## src/rtl/hdc_pkg.sv

```systemverilog
package hdc_pkg;

  typedef enum logic [1:0] {
    BLK_UNC = 2'd0,
    BLK_SHR = 2'd1,
    BLK_EXC = 2'd2
  } blk_state_e;

  typedef enum logic [1:0] {
    MSG_REPLY     = 2'd0,
    MSG_INVAL     = 2'd1,
    MSG_FETCH     = 2'd2,
    MSG_FETCH_INV = 2'd3
  } msg_kind_e;

  typedef enum logic [2:0] {
    ST_IDLE  = 3'd0,
    ST_INV   = 3'd1,
    ST_FETCH = 3'd2,
    ST_WAIT  = 3'd3,
    ST_REPLY = 3'd4
  } ctl_state_e;

  // Power-on content of a memory word, derived from the block index.
  function automatic logic [31:0] seed_word(input int unsigned idx);
    return 32'hC0DE_0000 | (idx & 32'h0000_FFFF);
  endfunction

endpackage

```

## src/rtl/hdc_entry_table.sv

```systemverilog
module hdc_entry_table
  import hdc_pkg::*;
#(
  parameter int NPROC = 4,
  parameter int NBLK  = 8,
  parameter int AW    = 3
) (
  input  logic             clk,
  input  logic             rst_n,
  input  logic [AW-1:0]    rd_a_idx,
  output blk_state_e       rd_a_state,
  output logic [NPROC-1:0] rd_a_sharers,
  input  logic [AW-1:0]    rd_b_idx,
  output blk_state_e       rd_b_state,
  output logic [NPROC-1:0] rd_b_sharers,
  input  logic             wr_en,
  input  logic [AW-1:0]    wr_idx,
  input  blk_state_e       wr_state,
  input  logic [NPROC-1:0] wr_sharers
);

  blk_state_e       st_all [NBLK];
  logic [NPROC-1:0] sh_all [NBLK];

  for (genvar g = 0; g < NBLK; g++) begin : g_entry
    blk_state_e       st_r;
    logic [NPROC-1:0] sh_r;
    logic             hit;

    assign hit = wr_en && (wr_idx == AW'(g));

    always_ff @(posedge clk or negedge rst_n) begin
      if (!rst_n) begin
        st_r <= BLK_UNC;
        sh_r <= '0;
      end else if (hit) begin
        st_r <= wr_state;
        sh_r <= wr_sharers;
      end
    end

    assign st_all[g] = st_r;
    assign sh_all[g] = sh_r;
  end

  assign rd_a_state   = st_all[rd_a_idx];
  assign rd_a_sharers = sh_all[rd_a_idx];
  assign rd_b_state   = st_all[rd_b_idx];
  assign rd_b_sharers = sh_all[rd_b_idx];

endmodule

```

## src/rtl/hdc_block_mem.sv

```systemverilog
module hdc_block_mem
  import hdc_pkg::*;
#(
  parameter int NBLK = 8,
  parameter int AW   = 3,
  parameter int DW   = 32
) (
  input  logic          clk,
  input  logic          rst_n,
  input  logic [AW-1:0] rd_idx,
  output logic [DW-1:0] rd_data,
  input  logic          wr_en,
  input  logic [AW-1:0] wr_idx,
  input  logic [DW-1:0] wr_data
);

  logic [DW-1:0] word_all [NBLK];

  for (genvar g = 0; g < NBLK; g++) begin : g_word
    logic [DW-1:0] word_r;

    always_ff @(posedge clk or negedge rst_n) begin
      if (!rst_n) begin
        word_r <= DW'(seed_word(g));
      end else if (wr_en && (wr_idx == AW'(g))) begin
        word_r <= wr_data;
      end
    end

    assign word_all[g] = word_r;
  end

  assign rd_data = word_all[rd_idx];

endmodule

```

## src/rtl/hdc_plan.sv

```systemverilog
// Directory transition for one miss: next entry, invalidate set, fetch need.
module hdc_plan
  import hdc_pkg::*;
#(
  parameter int NPROC = 4,
  parameter int PW    = 2
) (
  input  blk_state_e       cur_state,
  input  logic [NPROC-1:0] cur_sharers,
  input  logic             is_write,
  input  logic [PW-1:0]    proc,
  output blk_state_e       nxt_state,
  output logic [NPROC-1:0] nxt_sharers,
  output logic [NPROC-1:0] inv_mask,
  output logic             need_fetch
);

  localparam logic [NPROC-1:0] ONE = NPROC'(1);

  logic [NPROC-1:0] pbit;
  assign pbit = ONE << proc;

  always_comb begin
    nxt_state   = cur_state;
    nxt_sharers = cur_sharers;
    inv_mask    = '0;
    need_fetch  = 1'b0;
    case (cur_state)
      BLK_SHR: begin
        if (is_write) begin
          inv_mask    = cur_sharers & ~pbit;
          nxt_state   = BLK_EXC;
          nxt_sharers = pbit;
        end else begin
          nxt_sharers = cur_sharers | pbit;
        end
      end
      BLK_EXC: begin
        need_fetch = 1'b1;
        if (is_write) begin
          nxt_state   = BLK_EXC;
          nxt_sharers = pbit;
        end else begin
          nxt_state   = BLK_SHR;
          nxt_sharers = cur_sharers | pbit;
        end
      end
      default: begin
        nxt_state   = is_write ? BLK_EXC : BLK_SHR;
        nxt_sharers = pbit;
      end
    endcase
  end

endmodule

```

## src/rtl/home_dir_ctrl.sv

```systemverilog
module home_dir_ctrl
  import hdc_pkg::*;
#(
  parameter int NPROC = 4,
  parameter int NBLK  = 8,
  parameter int DW    = 32,
  parameter int PW    = (NPROC > 1) ? $clog2(NPROC) : 1,
  parameter int AW    = (NBLK > 1) ? $clog2(NBLK) : 1
) (
  input  logic             clk,
  input  logic             rst_n,
  input  logic             req_valid,
  output logic             req_ready,
  input  logic             req_write,
  input  logic [PW-1:0]    req_proc,
  input  logic [AW-1:0]    req_addr,
  input  logic             wb_valid,
  output logic             wb_ready,
  input  logic [PW-1:0]    wb_proc,
  input  logic [AW-1:0]    wb_addr,
  input  logic [DW-1:0]    wb_data,
  output logic             msg_valid,
  input  logic             msg_ready,
  output logic [1:0]       msg_kind,
  output logic [NPROC-1:0] msg_dest,
  output logic [AW-1:0]    msg_addr,
  output logic [DW-1:0]    msg_data
);

  function automatic logic [NPROC-1:0] proc_onehot(input logic [PW-1:0] p);
    logic [NPROC-1:0] m;
    m = '0;
    m[p] = 1'b1;
    return m;
  endfunction

  ctl_state_e       st_q;
  logic [PW-1:0]    pend_proc;
  logic [AW-1:0]    pend_addr;
  logic             pend_write;
  logic [NPROC-1:0] dest_q;
  logic [DW-1:0]    hold_q;

  // Named events for the checker
  logic in_idle, in_wait;
  logic req_fire, wb_fire;
  logic wb_from_owner, wb_is_answer;
  logic ev_wb_commit, ev_fetch_done, ev_req_direct;

  // Table and plan wiring
  logic [AW-1:0]    tab_a_idx;
  blk_state_e       a_state, b_state;
  logic [NPROC-1:0] a_sh, b_sh;
  logic             plan_write;
  logic [PW-1:0]    plan_proc;
  blk_state_e       nxt_state;
  logic [NPROC-1:0] nxt_sh, inv_mask;
  logic             need_fetch;
  logic             tab_we;
  logic [AW-1:0]    tab_widx;
  blk_state_e       tab_wstate;
  logic [NPROC-1:0] tab_wsh;
  logic [DW-1:0]    mem_rd;

  assign in_idle   = (st_q == ST_IDLE);
  assign in_wait   = (st_q == ST_WAIT);
  assign req_ready = in_idle && !wb_valid;
  assign wb_ready  = in_idle || in_wait;
  assign req_fire  = req_valid && req_ready;
  assign wb_fire   = wb_valid && wb_ready;

  assign tab_a_idx  = in_idle ? req_addr  : pend_addr;
  assign plan_write = in_idle ? req_write : pend_write;
  assign plan_proc  = in_idle ? req_proc  : pend_proc;

  hdc_entry_table #(.NPROC(NPROC), .NBLK(NBLK), .AW(AW)) u_table (
    .clk          (clk),
    .rst_n        (rst_n),
    .rd_a_idx     (tab_a_idx),
    .rd_a_state   (a_state),
    .rd_a_sharers (a_sh),
    .rd_b_idx     (wb_addr),
    .rd_b_state   (b_state),
    .rd_b_sharers (b_sh),
    .wr_en        (tab_we),
    .wr_idx       (tab_widx),
    .wr_state     (tab_wstate),
    .wr_sharers   (tab_wsh)
  );

  hdc_plan #(.NPROC(NPROC), .PW(PW)) u_plan (
    .cur_state   (a_state),
    .cur_sharers (a_sh),
    .is_write    (plan_write),
    .proc        (plan_proc),
    .nxt_state   (nxt_state),
    .nxt_sharers (nxt_sh),
    .inv_mask    (inv_mask),
    .need_fetch  (need_fetch)
  );

  // Only the recorded owner of an Exclusive block may change memory.
  assign wb_from_owner = (b_state == BLK_EXC) && b_sh[wb_proc];
  assign wb_is_answer  = in_wait && (wb_addr == pend_addr) && wb_from_owner;
  assign ev_wb_commit  = wb_fire && wb_from_owner;
  assign ev_fetch_done = wb_fire && wb_is_answer;
  assign ev_req_direct = req_fire && !need_fetch;

  always_comb begin
    tab_we     = 1'b0;
    tab_widx   = req_addr;
    tab_wstate = nxt_state;
    tab_wsh    = nxt_sh;
    if (ev_fetch_done) begin
      tab_we   = 1'b1;
      tab_widx = pend_addr;
    end else if (ev_wb_commit) begin
      tab_we     = 1'b1;
      tab_widx   = wb_addr;
      tab_wstate = BLK_UNC;
      tab_wsh    = '0;
    end else if (ev_req_direct) begin
      tab_we = 1'b1;
    end
  end

  hdc_block_mem #(.NBLK(NBLK), .AW(AW), .DW(DW)) u_mem (
    .clk     (clk),
    .rst_n   (rst_n),
    .rd_idx  (req_addr),
    .rd_data (mem_rd),
    .wr_en   (ev_wb_commit),
    .wr_idx  (wb_addr),
    .wr_data (wb_data)
  );

  always_ff @(posedge clk or negedge rst_n) begin
    if (!rst_n) begin
      st_q       <= ST_IDLE;
      pend_proc  <= '0;
      pend_addr  <= '0;
      pend_write <= 1'b0;
      dest_q     <= '0;
      hold_q     <= '0;
    end else begin
      case (st_q)
        ST_IDLE: begin
          if (req_fire) begin
            pend_proc  <= req_proc;
            pend_addr  <= req_addr;
            pend_write <= req_write;
            if (need_fetch) begin
              dest_q <= a_sh;
              st_q   <= ST_FETCH;
            end else if (inv_mask != '0) begin
              dest_q <= inv_mask;
              hold_q <= mem_rd;
              st_q   <= ST_INV;
            end else begin
              dest_q <= proc_onehot(req_proc);
              hold_q <= mem_rd;
              st_q   <= ST_REPLY;
            end
          end
        end
        ST_INV: begin
          if (msg_ready) begin
            dest_q <= proc_onehot(pend_proc);
            st_q   <= ST_REPLY;
          end
        end
        ST_FETCH: begin
          if (msg_ready) st_q <= ST_WAIT;
        end
        ST_WAIT: begin
          if (ev_fetch_done) begin
            hold_q <= wb_data;
            dest_q <= proc_onehot(pend_proc);
            st_q   <= ST_REPLY;
          end
        end
        ST_REPLY: begin
          if (msg_ready) st_q <= ST_IDLE;
        end
        default: st_q <= ST_IDLE;
      endcase
    end
  end

  always_comb begin
    case (st_q)
      ST_INV:   msg_kind = MSG_INVAL;
      ST_FETCH: msg_kind = pend_write ? MSG_FETCH_INV : MSG_FETCH;
      default:  msg_kind = MSG_REPLY;
    endcase
  end

  assign msg_valid = (st_q == ST_INV) || (st_q == ST_FETCH) || (st_q == ST_REPLY);
  assign msg_dest  = dest_q;
  assign msg_addr  = pend_addr;
  assign msg_data  = (st_q == ST_REPLY) ? hold_q : '0;

endmodule

```

## config.mk

```make
export PLATFORM = sky130hd
export DESIGN_NAME = home_dir_ctrl
export DESIGN_NICKNAME = d
export VERILOG_FILES = /design/src/rtl/hdc_pkg.sv /design/src/rtl/hdc_entry_table.sv /design/src/rtl/hdc_block_mem.sv /design/src/rtl/hdc_plan.sv /design/src/rtl/home_dir_ctrl.sv
export SDC_FILE = /design/constraint.sdc
export NUM_CORES = 1
export LEC_CHECK = 0
export ABC_AREA = 1
export BUFFER_PORTS_ARGS = -buffer_cell sky130_fd_sc_hd__buf_2
export CORE_UTILIZATION = 60
export DETAILED_ROUTE_END_ITERATION = 10
export PLACE_DENSITY_LB_ADDON = 0.15
export RECOVER_POWER = 50
export SLEW_MARGIN = 20
export SYNTH_ARGS = -nofsm -noshare
export SYNTH_HDL_FRONTEND = slang
export SYNTH_SLANG_ARGS = --single-unit
```

## constraint.sdc

```tcl
create_clock -name clk -period 8.62 [get_ports clk]
set_clock_uncertainty 0.1 [all_clocks]
set_input_delay 0 -clock clk [delete_from_list [all_inputs] [get_ports clk]]
set_output_delay 0 -clock clk [all_outputs]
set_load 0.005 [all_outputs]
```

# After elaboration in Yosys (flattened, before gate mapping)
# Cells that the tools add are included.
[word_totals] reg_bits=349 word_cells=178
[classes] magnitude_cmp=8 eq_ne=28 shifts=1 mux=62 n_bitwise=6 reduce_logical=43
[ops] operator="$mux 32" n=6
[ops] operator="$bmux 32 s3" n=1
[ops] operator="$pmux 32 s2" n=1
[ops] operator="$mux 4" n=15
[ops] operator="$mux 3" n=10
[ops] operator="$eq 3x3->1 const B" n=9
[ops] operator="$logic_and 1x1->1" n=27
[ops] operator="$bmux 4 s3" n=2
[ops] operator="$mux 2" n=10
[ops] operator="$eq 3x2->1 const B" n=6
[ops] operator="$pmux 3 s5" n=1
[ops] operator="$bmux 2 s3" n=2
[ops] operator="$ge 4x4->1 const B" n=3
[ops] operator="$not 3->4" n=3
[ops] operator="$pmux 4 s3" n=1
[ops] operator="$eq 3x1->1 const B" n=3
[ops] operator="$logic_not 3->1" n=3
[ops] operator="$lt 2x3->1 const B" n=3
[ops] operator="$mux 1" n=9
[ops] operator="$ne 2x2->1 const B" n=4
[ops] operator="$reduce_and 4->1" n=2
[ops] operator="$reduce_and 5->1" n=1
[ops] operator="$and 4x4->4" n=1
[ops] operator="$demux 1 s2" n=2
[ops] operator="other kinds (17)" n=23

# Longest topological paths before layout
[logic_depth] word_depth=14 mapped_depth=21

# By module
# A second synthesis with hierarchy kept.
[hier_totals] cells_unflattened=2681 area_unflattened_um2=18651.6
[by_module_without_submodules] mod="hdc_block_mem" instances=1 cells_each=1716 area_per_inst_um2=12550.8
[by_module_without_submodules] mod="home_dir_ctrl" instances=1 cells_each=487 area_per_inst_um2=3080.5
[by_module_without_submodules] mod="hdc_entry_table" instances=1 cells_each=447 area_per_inst_um2=2876.5
[by_module_without_submodules] mod="hdc_plan" instances=1 cells_each=31 area_per_inst_um2=143.9

# Worst setup path after synthesis
# No wires, ideal clock.
[synth_timing] kind="register -> register" startpoint="register st_q[0]" endpoint="register hold_q[2]" arrival_ns=2.803 required_time_ns=8.394 path_slack_ns=5.591 path_stages_with_launch=18 n_path_buf=3 synth_period_minus_slack_ns=3.029 cell_sequence="dfrtp_1 > nor2_2 > nand2_2 > o21ai_1 > buf_2 > nand3_1 > nand2_1 > inv_1 > o21ai_0 > inv_1 > ha_1 > clkbuf_1 > or2_2 > nand2_1 > nand2_1 > nor2_4 > buf_2 > o21ai_0"
[synth_via] elab_chain_cells=10 word_cells_on_any_way=22 classes_between="eq/ne: 5; mux: 6; bitwise: 1; reduce/logical: 10"
[synth_rtl] item="start: declaration" line="home_dir_ctrl.sv:37" text="ctl_state_e st_q;"
[synth_rtl] item="start signal: assignment" line="home_dir_ctrl.sv:139" text="st_q <= ST_IDLE;"
[synth_rtl] item="start signal: assignment" line="home_dir_ctrl.sv:154" text="st_q <= ST_FETCH;"
[synth_rtl] item="start signal: assignment" line="home_dir_ctrl.sv:158" text="st_q <= ST_INV;"
[synth_rtl] item="$logic_not 3->1" line="home_dir_ctrl.sv:65, home_dir_ctrl.sv:146"
[synth_rtl] item="$mux 3" line="home_dir_ctrl.sv:72" text="assign tab_a_idx = in_idle ? req_addr : pend_addr;"
[synth_rtl] item="$not 3->4 (not written as such)" line="hdc_entry_table.sv:46" text="assign rd_a_state = st_all[rd_a_idx];"
[synth_rtl] item="$bmux 2 s3" line="hdc_entry_table.sv:46"
[synth_rtl] item="$mux 2 (not written as such) (2 in series)" line="hdc_entry_table.sv:46"
[synth_rtl] item="$eq 2x2->1" line="hdc_plan.sv:28" text="case (cur_state)"
[synth_rtl] item="$mux 1" line="hdc_plan.sv:28"
[synth_rtl] item="$ne 2x2->1 (no line)"
[synth_rtl] item="$reduce_and 4->1 (no line)"
[synth_rtl] item="end signal: assignment" line="home_dir_ctrl.sv:157" text="hold_q <= mem_rd;"
[synth_rtl] item="end signal: assignment" line="home_dir_ctrl.sv:161" text="hold_q <= mem_rd;"
[synth_rtl] item="end signal: assignment" line="home_dir_ctrl.sv:177" text="hold_q <= wb_data;"
[synth_rtl] item="end: declaration" line="home_dir_ctrl.sv:42" text="logic [DW-1:0] hold_q;"
# Parallel ways exist; a longest one is shown, timed or not. The select of a mux whose other input is x is not followed.
# A chain may end at the register's enable or synchronous reset.

==> qor.txt <==
Power Density - 312 nW/um^2
die width - 171 um
critical path's slowest cell - clkbuf_2
count of cell types in the netlist - 35
Psw - 2.22 mW
# Post-CTS Setup Buffers - 0
CP startpoint kind - input port
CP peak stage delay - 2.69 ns
crit-path cells - dlygate4sd3_1 > buf_8 > clkbuf_2 > clkbuf_2
final net count - 2268
Final Non-Filler Cells - 2624
area post-placement - 17500 um^2
Mapped Area - 17100 um^2
WL/cell - 17.9 um
main combinational cell family by area after synthesis - simple AND/OR/NAND/NOR gates
period utilization - 0.649
sequential fraction of design power - 0.407
Buffers on Ports - 91
CTS Root Cell - clkbuf_16
top_reg_cell synth - dfrtp_1
Synth Area in Adders - 0.00147
initial antenna violation count - 0
Setup crit end kind - asynchronous set/reset pin
clock tree from TritonCTS - built
minimum clock period - 5.59 ns
post-detail-place hpwl - 26900 um
clk sinks - 349
MaxCap Viol Count - 3
maximum vdd drop - 0.192 mV
Critical Path RT - 8.84 ns
Synth Net Count - 2221
final WL - 47000 um
clock tree buffer depth - 3
register area - 8830 um^2
complex-gate fraction of the synthesized area - 0.172
Core Area - 27900 um^2
Switching Fraction - 0.372
Worst Path Max Fanout - 159
Num CTS Buffers - 38
Hold Crit Class - in2async
Synth area leader - dfrtp_1
full die area - 29100 um^2
Initial Utilization - 0.613
top sig layer - met4
worst skew pair latency - 0.54 ns
post-synth top area share - 0.400
Setup CP Type - in2async
clock share of power - 0.277
Max Fclk - 0.179 GHz
share of cells above drive strength 1 - 0.119
chip height - 171 um
first-pass GRT wire length - 74900 um
Synth Area in XOR/XNOR - 0.000513
Worst slew margin - -1.56
CTS HTree Levels - 2
Post-Synthesis Cells - 2171
post-synthesis sequential area ratio - 0.517
io pins - 92
DR pass1 iterations - 7
fin area - 19100 um^2
Commonest cells post-synth - nand2_1 (658), o21ai_0 (369), dfrtp_1 (273)
DR WL met2 - 21400 um
Yosys warnings - 0
vias in the first global route - 14452
most frequent cell after synthesis - nand2_1
via count - 15378
Iter 0 DRT Violations - 1584
WHS - 0.0209 ns
# diodes - 0
synthesized area per cell - 7.86 um^2
RSZ-0062 raised after global routing - no
Leak Pwr - 8.99 nW
final setup fails - 0
setup TNS after final layout - 0 ns
Routed Antenna Nets - 0
post-synthesis mux area share - 0
Synth Area in Simple Gates - 0.247
failing checks - capacitance limit, slew limit
clock slew at the register clock pins of the worst setup and hold paths - 0.06 ns
top post-synthesis cells by area - dfrtp_1 (40%), nand2_1 (14%), dfstp_2 (12%)
Rows - 61
gpl congestion - 0.977
Synth async-reset ratio - 1.00
area of the multi-input gates - 7170 um^2
CP arrival - 5.81 ns
GRT overflow - 0
Area Growth Syn to Fin - 11.9%
PostCTS Resize Cnt - 0
combinational power share - 0.316
worst-margin pin slew - 3.84 ns
Total GRT Usage - 0.330
largest net degree at the start of global routing - 160
vias per inst - 5.86
metal3 WL - 3980 um
outcome - finished with violations
most used cell along the critical path - clkbuf_2
wl on met1 - 20300 um
final hold vios - 0
EDFF count, synth - 0
fillers - 2372
Int Pwr - 3.75 mW
Pins Over Slew Limit - 299
post-placement cell count - 2514
post-synthesis register bit count - 349
DR DRC count - 0
## power groups by stage
| stage | registers [mW] | clock network, mW | logic (mW) |
|---|---|---|---|
| floorplan | 2.36 | 0 | 1.34 |
| global placement | 2.42 | 0 | 1.78 |
| detailed placement | 2.44 | 0 | 1.83 |
| CTS | 2.42 | 1.67 | 1.87 |
| global route | 2.48 | 1.74 | 2.11 |
| finish | 2.43 | 1.65 | 1.89 |
## sequential cells by signal, summed over array words and instances (netlist names)
signal	cells
u_mem.g_word.word_r	256
msg_dest	4
pend_proc	2
u_table.g_entry.st_r	16
pend_write	1
st_q	3
msg_addr	3
hold_q	32
u_table.g_entry.sh_r	32
## worst paths after layout
path	startpoint	to	slack, ns	cells past startpoint
max reg2reg	st_q[2]$_DFFE_PN0P_	u_table.g_entry[4].st_r[0]$_DFFE_PN0P_	3.33	13
min in group clk	wb_valid	msg_addr[1]$_DFFE_PN0P_	0.07	4
min	rst_n	u_table.g_entry[7].sh_r[2]$_DFFE_PN0P_	0.02	2
max	rst_n	u_mem.g_word[2].word_r[28]$_DFFE_PN0P_	3.03	4
min reg2reg	u_mem.g_word[7].word_r[2]$_DFFE_PN1P_	u_mem.g_word[7].word_r[2]$_DFFE_PN1P_	0.37	2
max in group clk	st_q[2]$_DFFE_PN0P_	u_table.g_entry[4].st_r[0]$_DFFE_PN0P_	3.33	13
## worst max-delay path, delay by kind of cell
kind                   cells  cell delay [ns]
buffers and inverters      4             5.49
## logic make-up after synthesis
group / Yosys count
flops: 349
simple gates: 1012
buf+inv: 249
compound gates: 558
fa+ha+maj: 2
xor+xnor: 1
## metal layers
metal | vias up | GRT usage
met5 | - | 0
met4 | 0 | 0.125
met3 | 103 | 0.0534
met2 | 662 | 0.519
met1 | 7386 | 0.462
li1 | 7227 | -
## cell usage in the layout, fill, tap and decap left out, drive strengths merged, types with 42 or more instances in the layout
cell type,synthesis,layout
dfstp,76,76
nand2,679,679
o22ai,76,76
nor2,221,221
dfrtp,273,273
clkbuf,78,96
dlygate4sd3,0,42
nand3,93,93
o21ai,446,446
inv,111,111
buf,59,60
## final cells by class
| cell class | instances | share of cell area |
|---|---|---|
| timing repair buffer | 144 | 0.0483 |
| clock buffer | 54 | 0.0577 |
| tap | 378 | 0.0248 |
| clock inverter | 14 | 0.00918 |
| multi-input combinational | 1573 | 0.375 |
| sequential | 349 | 0.462 |
| inverter | 112 | 0.0222 |
## what timing repair did
action,in CTS,in global routing
endpoints found under the setup margin,0,0
hold buffers,42,0
hold endpoints to repair,412,0
## per-stage QoR
stage | utilization | total power [mW] | worst slack [ns]
4_1_cts | 0.688 | 5.96 | 4.13
2_1_floorplan | - | 3.70 | 5.59
6_report | 0.685 | 5.96 | 3.03
3_5_place_dp | 0.627 | 4.27 | 3.90
5_1_grt | 0.685 | 6.33 | 1.98
3_3_place_gp | 0.627 | 4.20 | 4.11
No activity file was read; power rests on OpenSTA's default activity.
